File: config.mk
export PLATFORM = sky130hd
export DESIGN_NAME = nan_pick
export DESIGN_NICKNAME = d
export VERILOG_FILES = /design/src/rtl/nan_pick.sv
export SDC_FILE = /design/constraint.sdc
export NUM_CORES = 1
export LEC_CHECK = 0
export BUFFER_PORTS_ARGS = -buffer_cell sky130_fd_sc_hd__buf_2
export CORE_MARGIN = 2
export CORE_UTILIZATION = 33
export CTS_BUF_LIST = sky130_fd_sc_hd__clkbuf_8
export DETAILED_ROUTE_END_ITERATION = 10
export PLACE_DENSITY = 0.71
export SYNTH_ARGS = -nofsm -noshare
export SYNTH_HDL_FRONTEND = slang
export SYNTH_SLANG_ARGS = --single-unit
File: constraint.sdc
create_clock -name clk -period 3.3 [get_ports clk]
set_input_delay 0.33 -clock clk [delete_from_list [all_inputs] [get_ports clk]]
set_output_delay 0.33 -clock clk [all_outputs]
set_load 0.02 [all_outputs]
File: src/rtl/nan_pick.sv
module nan_pick #(
  parameter int EXP_W = 15,
  parameter int SIG_W = 64
) (
  input  logic                         clk,
  input  logic                         rst_n,
  input  logic                         in_valid,
  input  logic [EXP_W+SIG_W:0]         a_val,
  input  logic                         a_nan,
  input  logic [EXP_W+SIG_W:0]         b_val,
  input  logic                         b_nan,
  input  logic [EXP_W+SIG_W:0]         dflt_nan,
  input  logic                         inv_mask,
  output logic                         out_valid,
  output logic [EXP_W+SIG_W:0]         out_res,
  output logic                         out_write,
  output logic                         out_raise,
  output logic                         out_fault
);
  localparam int W    = EXP_W + SIG_W + 1;
  localparam int IBIT = SIG_W - 1;
  localparam int QBIT = SIG_W - 2;
  localparam logic [W-1:0] QNAN_K =
    {1'b1, {EXP_W{1'b1}}, 2'b11, {(SIG_W-2){1'b0}}};

  logic a_real, b_real, bad_enc;
  logic [SIG_W-1:0] a_sig, b_sig;
  logic [W-1:0] pick, fixed;
  logic sig_case, n_write, n_raise, n_fault;
  logic [W-1:0] n_res;

  assign a_sig   = a_val[SIG_W-1:0];
  assign b_sig   = b_val[SIG_W-1:0];
  assign a_real  = (&a_val[SIG_W +: EXP_W]) & a_val[IBIT];
  assign b_real  = (&b_val[SIG_W +: EXP_W]) & b_val[IBIT];
  assign bad_enc = (a_nan & ~a_real) | (b_nan & ~b_real);

  always_comb begin
    pick     = b_val;
    sig_case = 1'b0;
    if (a_nan && b_nan) begin
      sig_case = ~(a_val[QBIT] & b_val[QBIT]);
      if (b_sig > a_sig)       pick = b_val;
      else if (b_sig == a_sig) pick = dflt_nan;
      else                     pick = a_val;
    end else if (a_nan) begin
      sig_case = ~a_val[QBIT];
      pick     = a_val;
    end else begin
      sig_case = ~b_val[QBIT];
      pick     = b_val;
    end
  end

  assign fixed = pick[IBIT] ? pick : QNAN_K;

  always_comb begin
    n_res   = '0;
    n_write = 1'b0;
    n_raise = 1'b0;
    n_fault = 1'b0;
    if (!(a_nan || b_nan)) begin
      n_write = 1'b0;
    end else if (bad_enc) begin
      n_raise = 1'b1;
      n_write = inv_mask;
      n_fault = ~inv_mask;
      n_res   = inv_mask ? QNAN_K : '0;
    end else if (!sig_case || inv_mask) begin
      n_write = 1'b1;
      n_raise = sig_case;
      n_res   = fixed;
      if (sig_case) n_res[QBIT] = 1'b1;
    end else begin
      n_raise = 1'b1;
      n_fault = 1'b1;
    end
  end

  always_ff @(posedge clk) begin
    if (!rst_n) begin
      out_valid <= 1'b0;
      out_res   <= '0;
      out_write <= 1'b0;
      out_raise <= 1'b0;
      out_fault <= 1'b0;
    end else begin
      out_valid <= in_valid;
      out_res   <= in_valid ? n_res   : '0;
      out_write <= in_valid & n_write;
      out_raise <= in_valid & n_raise;
      out_fault <= in_valid & n_fault;
    end
  end
endmodule

==> results of run 1 <==
[through the flow]
step,power (mW),worst slack [ns],hold slack [ns],util [%]
6_report,2.51,0.471,0.187,46.0
5_1_grt,2.65,0.189,0.187,45.9
4_1_cts,2.54,0.477,0.167,45.9
3_5_place_dp,1.76,0.114,0.567,44.8
3_3_place_gp,1.75,0.157,0.564,44.8
2_1_floorplan,1.44,0.719,0.459,-
[placed cells by master, fill, tap and decap left out, drive strengths merged, types with 21 or more instances in the layout]
master / n
a21oi: 70
a221oi: 31
buf: 350
dfxtp: 84
ha: 65
inv: 71
nand2: 24
nand4: 21
o21ai: 104
o221ai: 32
or3: 30
[worst paths after layout]
kind  startpoint           to  cells past startpoint
max    a_val[25]  out_res[79]                     14
min     in_valid    out_valid                      2
[layout make-up]
cell class	instances	share of cell area, %
diodes	1	0.0317
clock buffers	10	1.74
clock inverters	5	0.666
inverters	70	3.33
multi-input cells	480	45.6
flip-flops and latches	84	21.3
well taps	225	3.57
repair buffers	350	23.8
[kinds of logic (layout without fill, tap and decap cells)]
kind of cell	after synthesis	count (layout)	share of synthesized area (%)
other	0	1	0
buffers and inverters	116	435	8.60
adder cells (fa/ha/maj)	65	65	14.2
AND/OR/NAND/NOR	122	122	11.7
flip-flops	84	84	29.3
multiplexers	21	21	3.72
AO/OA/AOI/OAI	272	272	32.6
[where the power goes]
part	leakage (nW)	total (mW)	internal [mW]	switching, mW
Combinational	3.30	0.696	0.297	0.400
Clock	0.104	0.771	0.365	0.406
Sequential	0.681	1.04	1.04	0.00658
Total	4.09	2.51	1.70	0.813
[metal layers]
layer	track usage (%)	part of all wire (%)
met1	26.6	40
met2	41.7	50
met3	5.70	8.4
met4	9.32	2.4
met5	0	0
[critical path: stages]
cell	delay (ns)
buf_2	0.08
inv_1	0.05
ha_1	0.30
a21oi_1	0.16
o21a_1	0.13
nor2_1	0.04
o311ai_0	0.39
buf_4	0.20
nand3_1	0.12
nor3b_4	0.41
buf_4	0.27
mux2_2	0.35
a31oi_1	0.17
a21oi_1	0.08
[sequential cells by signal, indices dropped and copies added, names as in the netlist]
name       cells
out_valid      1
out_write      1
out_raise      1
out_res       80
out_fault      1
==> reports/qor.yml, run 1 <==
register_area_um2: 1680
synth.most_common_cell: "o21ai_0"
cp.required_ns: 3.54
relSlewSlack_pct: 59.1
grt_pass1_vias: 6344
grt_antenna_before_repair: 0
cts_resized: 0
die_w_um: 136
peakVddDrop_mv: 0.170
port_buffers: 329
fmax_mhz: 353
hold_viol_final: 0
crit_fanout: 8
path_clk_slew_ns: 0.09
syn_area_um2: 5740
maxCapViolCount: 0
ant_nets: 0
period_minus_slack_ns: 2.83
status: "completed"
cts_hold_buf: 0
via_per_inst: 5.37
initial_core_util_pct: 33.4
synth.top_cell.area_share_pct: 29.3
hpwlAfterDp_um: 17700
clock-sinks: 84
vias: 6574
arrival_ns: 3.06
route.detailed.drc: 0
cts_tree: "yes"
end_kind: "register"
place_congestion: 0.829
cts-root-buf: "clkbuf_8"
gr-usage-all-layers_pct: 23.3
dr.pass1.iters: 5
drt_iter0_drc: 340
boundaryPins: 330
hold_path_class: "in2reg"
nNetsFinal: 1306
rows: 48
area_growth_pct: 37.4
syn-num-nets: 991
finalCritPeriodShare_pct: 85.7
ys_ff_latch: 84
powerDensity_nw_per_um2: 318
core_area_um2: 17200
yosys.area.top_type: "dfxtp_1"
die_h_um: 136
cp-start-kind: "primary input"
htree_num_levels: 3
async_flop_share_pct: 0
ys_seq_area_share_pct: 29.3
die_area_um2: 18500
placed_area_um2: 7700
synth.area.top_cells: "dfxtp_1 (29%), ha_1 (14%), o21ai_0 (9.1%), a221oi_2 (7.3%), a21oi_1 (6.0%)"
worst_pin_slew_ns: 0.613
slew_viol_final: 0
numCtsBuffers: 9
gr-total-overflow: 0
multi_input_area_um2: 3600
grt_setup_unrepaired: "false"
post-cts-setup-buffers: 0
grt_pass1_wl_um: 33100
instances_no_fill: 1225
nFillCells: 1741
yosysWarningCount: 0
grt_max_degree: 43
drive_gt1_share_pct: 40.6
total_leakage_power_nw: 4.09
netlist_top_cells_count: "o21ai_0 (104), dfxtp_1 (84), a21oi_1 (69), inv_1 (69), ha_1 (65)"
dp_cells: 1209
synthCells: 680
wl_per_cell_um: 18.6
wirelength_um: 22700
avgSynthCellArea_um2: 8.45
synth_flop_cell: "dfxtp_1"
cts_max_path_buffers: 2
synth-edff-count: 0
tns_ns: 0
setup_viol: 0
design_area_um2: 7890
ys_types: 47
crit_type: "in2reg"
No activity file was read; power rests on OpenSTA's default activity.
==> inputs of run 2 (changes only) <==
--- a/config.mk
+++ b/config.mk
@@ -7,2 +7,3 @@
 export LEC_CHECK = 0
+export ABC_AREA = 1
 export BUFFER_PORTS_ARGS = -buffer_cell sky130_fd_sc_hd__buf_2
@@ -12,3 +13,3 @@
 export DETAILED_ROUTE_END_ITERATION = 10
-export PLACE_DENSITY = 0.71
+export PLACE_DENSITY = 0.68
 export SYNTH_ARGS = -nofsm -noshare
==> constraint.sdc (replaced) <==
create_clock -name clk -period 3.3 [get_ports clk]
set_input_delay 0.495 -clock clk [delete_from_list [all_inputs] [get_ports clk]]
set_output_delay 0.495 -clock clk [all_outputs]
set_load 0.02 [all_outputs]
==> run 2 against run 1 <==
  * Synthesized cell count rose by 68%
  * Routed wire length increased by 25%
  * Via count is 39% higher
==> reports/qor.yml, run 2 <==
grt_antenna_before_repair: 5  # was 0
drt_iter0_drc: 518  # was 340
worst_pin_slew_ns: 0.815  # was 0.613 ns
ant_nets: 0  # unchanged
finalCritPeriodShare_pct: 81.3  # was 85.7%
die_area_um2: 22900  # was 18,500 µm²
holdWs_ns: 0.339  # was 0.187 ns
ys_seq_area_share_pct: 23.4  # was 29.3%
cp.required_ns: 3.56  # was 3.54 ns
min_path_cells: 3  # was 2
route.detailed.drc: 0  # unchanged
rows: 53  # was 48
hold_path_class: "in2reg"  # unchanged
clkPwrFrac_pct: 31.3  # was 30.7%
final_cell_mix: "buf_2 (329), nand2_1 (234), nand3_1 (147), nor2_1 (116), a21oi_1 (111)"  # was buf_2 (329), o21ai_0 (104), dfxtp_1 (84), inv_1 (70), a21oi_1 (69)
ys_ff_latch: 84  # unchanged
synth_flop_cell: "dfxtp_1"  # unchanged
cts_resized: 0  # unchanged
syn_area_um2: 7180  # was 5740 µm²
htree_num_levels: 3  # unchanged
arrival_ns: 2.94  # was 3.06 ns
cts_tree: "yes"  # unchanged
cp-start-kind: "primary input"  # unchanged
path_clk_slew_ns: 0.10  # was 0.09 ns
wirelength_um: 28400  # was 22,700 µm
end_kind: "register"  # unchanged
boundaryPins: 330  # unchanged
avgSynthCellArea_um2: 6.27  # was 8.45 µm²
seq_power_share_pct: 36.1  # was 41.6%
synthCells: 1144  # was 680
vias: 9131  # was 6,574
power_mw: 2.87  # was 2.51 mW
via_per_inst: 5.34  # was 5.37
area_growth_pct: 29.2  # was 37.4%
power.switching_mw: 1.03  # was 0.813 mW
drive_gt1_share_pct: 26.8  # was 40.6%
tns_ns: 0  # unchanged
p_comb_share_pct: 32.6  # was 27.7%
crit_fanout: 36  # was 8
synth_top_family_by_area: "simple AND/OR/NAND/NOR gates"  # was compound AO/OA/AOI/OAI gates
slew_viol_final: 0  # unchanged
port_buffers: 329  # unchanged
top_register: "out_res"  # unchanged
synthSimpleGateAreaFrac_pct: 37.9  # was 11.7%
peakVddDrop_mv: 0.137  # was 0.170 mV
synth-edff-count: 0  # unchanged
syn-num-nets: 1455  # was 991
synth.most_common_cell: "nand2_1"  # was o21ai_0
fin_ws_ns: 0.618  # was 0.471 ns
hpwlAfterDp_um: 20900  # was 17,700 µm
fmax_mhz: 373  # was 353 MHz
initial_core_util_pct: 33.9  # was 33.4%
async_flop_share_pct: 0  # unchanged
yosysWarningCount: 0  # unchanged
status: "completed"  # unchanged
synth.area.top_cells: "dfxtp_1 (23%), nand2_1 (12%), ha_1 (11%), nand3_1 (10%), nand4_1 (7.8%)"  # was dfxtp_1 (29%), ha_1 (14%), o21ai_0 (9.1%), a221oi_2 (7.3%), a21oi_1 (6.0%)
post-cts-setup-buffers: 0  # unchanged
ys_types: 29  # was 47
utilization_pct: 43.8  # was 46.0%
die_w_um: 151  # was 136 µm
gr-total-overflow: 0  # unchanged
dr.pass1.iters: 5  # unchanged
nNetsFinal: 1740  # was 1,306
cts-root-buf: "clkbuf_8"  # unchanged
grt_pass1_wl_um: 43300  # was 33,100 µm
core_area_um2: 21200  # was 17,200 µm²
sw_frac_of_total_pct: 35.9  # was 32.4%
hold_viol_final: 0  # unchanged
dpl_worst_slack_ns: 0.132  # was 0.114 ns
internal-power_mw: 1.84  # was 1.70 mW
cts_hold_buf: 0  # unchanged
synth_mux_area_share_pct: 0  # was 3.72%
synth.top_cell.area_share_pct: 23.4  # was 29.3%
synth_compound_area_share_pct: 17.4  # was 32.6%
design_area_um2: 9270  # was 7890 µm²
final_common_cell: "buf_2"  # unchanged
powerDensity_nw_per_um2: 310  # was 318 nW/µm²
placed_area_um2: 9050  # was 7700 µm²
crit_path_end: "out_res[36]"  # was out_res[79]
clock-sinks: 84  # unchanged
total_leakage_power_nw: 4.92  # was 4.09 nW
instances_no_fill: 1711  # was 1,225
grt_setup_unrepaired: "false"  # unchanged
synth_fa_ha_area_share_pct: 11.3  # was 14.2%
die_h_um: 151  # was 136 µm
place_congestion: 0.885  # was 0.829
synth_xor_area_share_pct: 0  # unchanged
period_minus_slack_ns: 2.68  # was 2.83 ns
setup_viol: 0  # unchanged
dp_cells: 1693  # was 1,209
grt_pass1_vias: 8436  # was 6,344
relSlewSlack_pct: 45.6  # was 59.1%
wl_per_cell_um: 16.6  # was 18.6 µm
gr-usage-all-layers_pct: 24.0  # was 23.3%
numCtsBuffers: 9  # unchanged
crit_start: "a_val[63]"  # was a_val[25]
maxCapViolCount: 0  # unchanged
grt_max_degree: 63  # was 43
cts_max_path_buffers: 2  # unchanged
crit_type: "in2reg"  # unchanged
largest_register_ffs: 80  # unchanged
netlist_top_cells_count: "nand2_1 (234), nand3_1 (148), nor2_1 (116)"  # was o21ai_0 (104), dfxtp_1 (84), a21oi_1 (69), inv_1 (69), ha_1 (65)
yosys.area.top_type: "dfxtp_1"  # unchanged
==> run 2: critical path, cell delays in order <==
cell	delay [ns]
buf_2	0.10
inv_1	0.07
ha_1	0.29
nand2_1	0.09
inv_1	0.08
nand4_1	0.13
nor3_2	0.28
nand2_2	0.14
inv_2	0.13
nand3_4	0.27
buf_12	0.28
buf_4	0.18
nand4_1	0.08
nand3_1	0.08
a21oi_1	0.13
nor2_1	0.07
==> run 2: layer usage <==
metal | vias up | global-route usage (%) | wire length, µm
li1 | 4494 | - | -
met1 | 4089 | 29.4 | 11700
met2 | 504 | 41.6 | 13500
met3 | 38 | 5.72 | 2730
met4 | 6 | 7.38 | 506
met5 | - | 0 | 38
==> run 2: power groups by stage <==
stage | clock network, mW | registers [mW] | logic, mW
floorplan | 0 | 1.08 | 0.540
global placement | 0 | 1.06 | 0.921
detailed placement | 0 | 1.06 | 0.932
CTS | 0.929 | 1.04 | 0.937
global route | 0.962 | 1.04 | 1.06
finish | 0.899 | 1.04 | 0.938
==> run 2: worst min path at each step <==
| stage | from | to | slack (ns) |
|---|---|---|---|
| finish | in_valid | out_valid | 0.34 |
| floorplan | inv_mask | out_fault | 0.57 |
| detailed placement | in_valid | out_valid | 0.73 |
| CTS | in_valid | out_valid | 0.31 |
| global route | in_valid | out_valid | 0.31 |
| global placement | in_valid | out_valid | 0.72 |
==> run 2: cell families after synthesis <==
group | after synthesis
AND/OR/NAND/NOR | 597
AO/OA/AOI/OAI | 227
buffers and inverters | 171
flip-flops | 84
adder cells (fa/ha/maj) | 65
==> run 2: layout make-up <==
cell class,instances,area (µm²)
diodes,2,5.00
clock buffers,9,124
clock inverters,7,98.8
fillers,2218,11900
inverters,93,349
multi-input cells,889,4800
flip-flops and latches,84,1680
well taps,275,344
repair buffers,352,1870
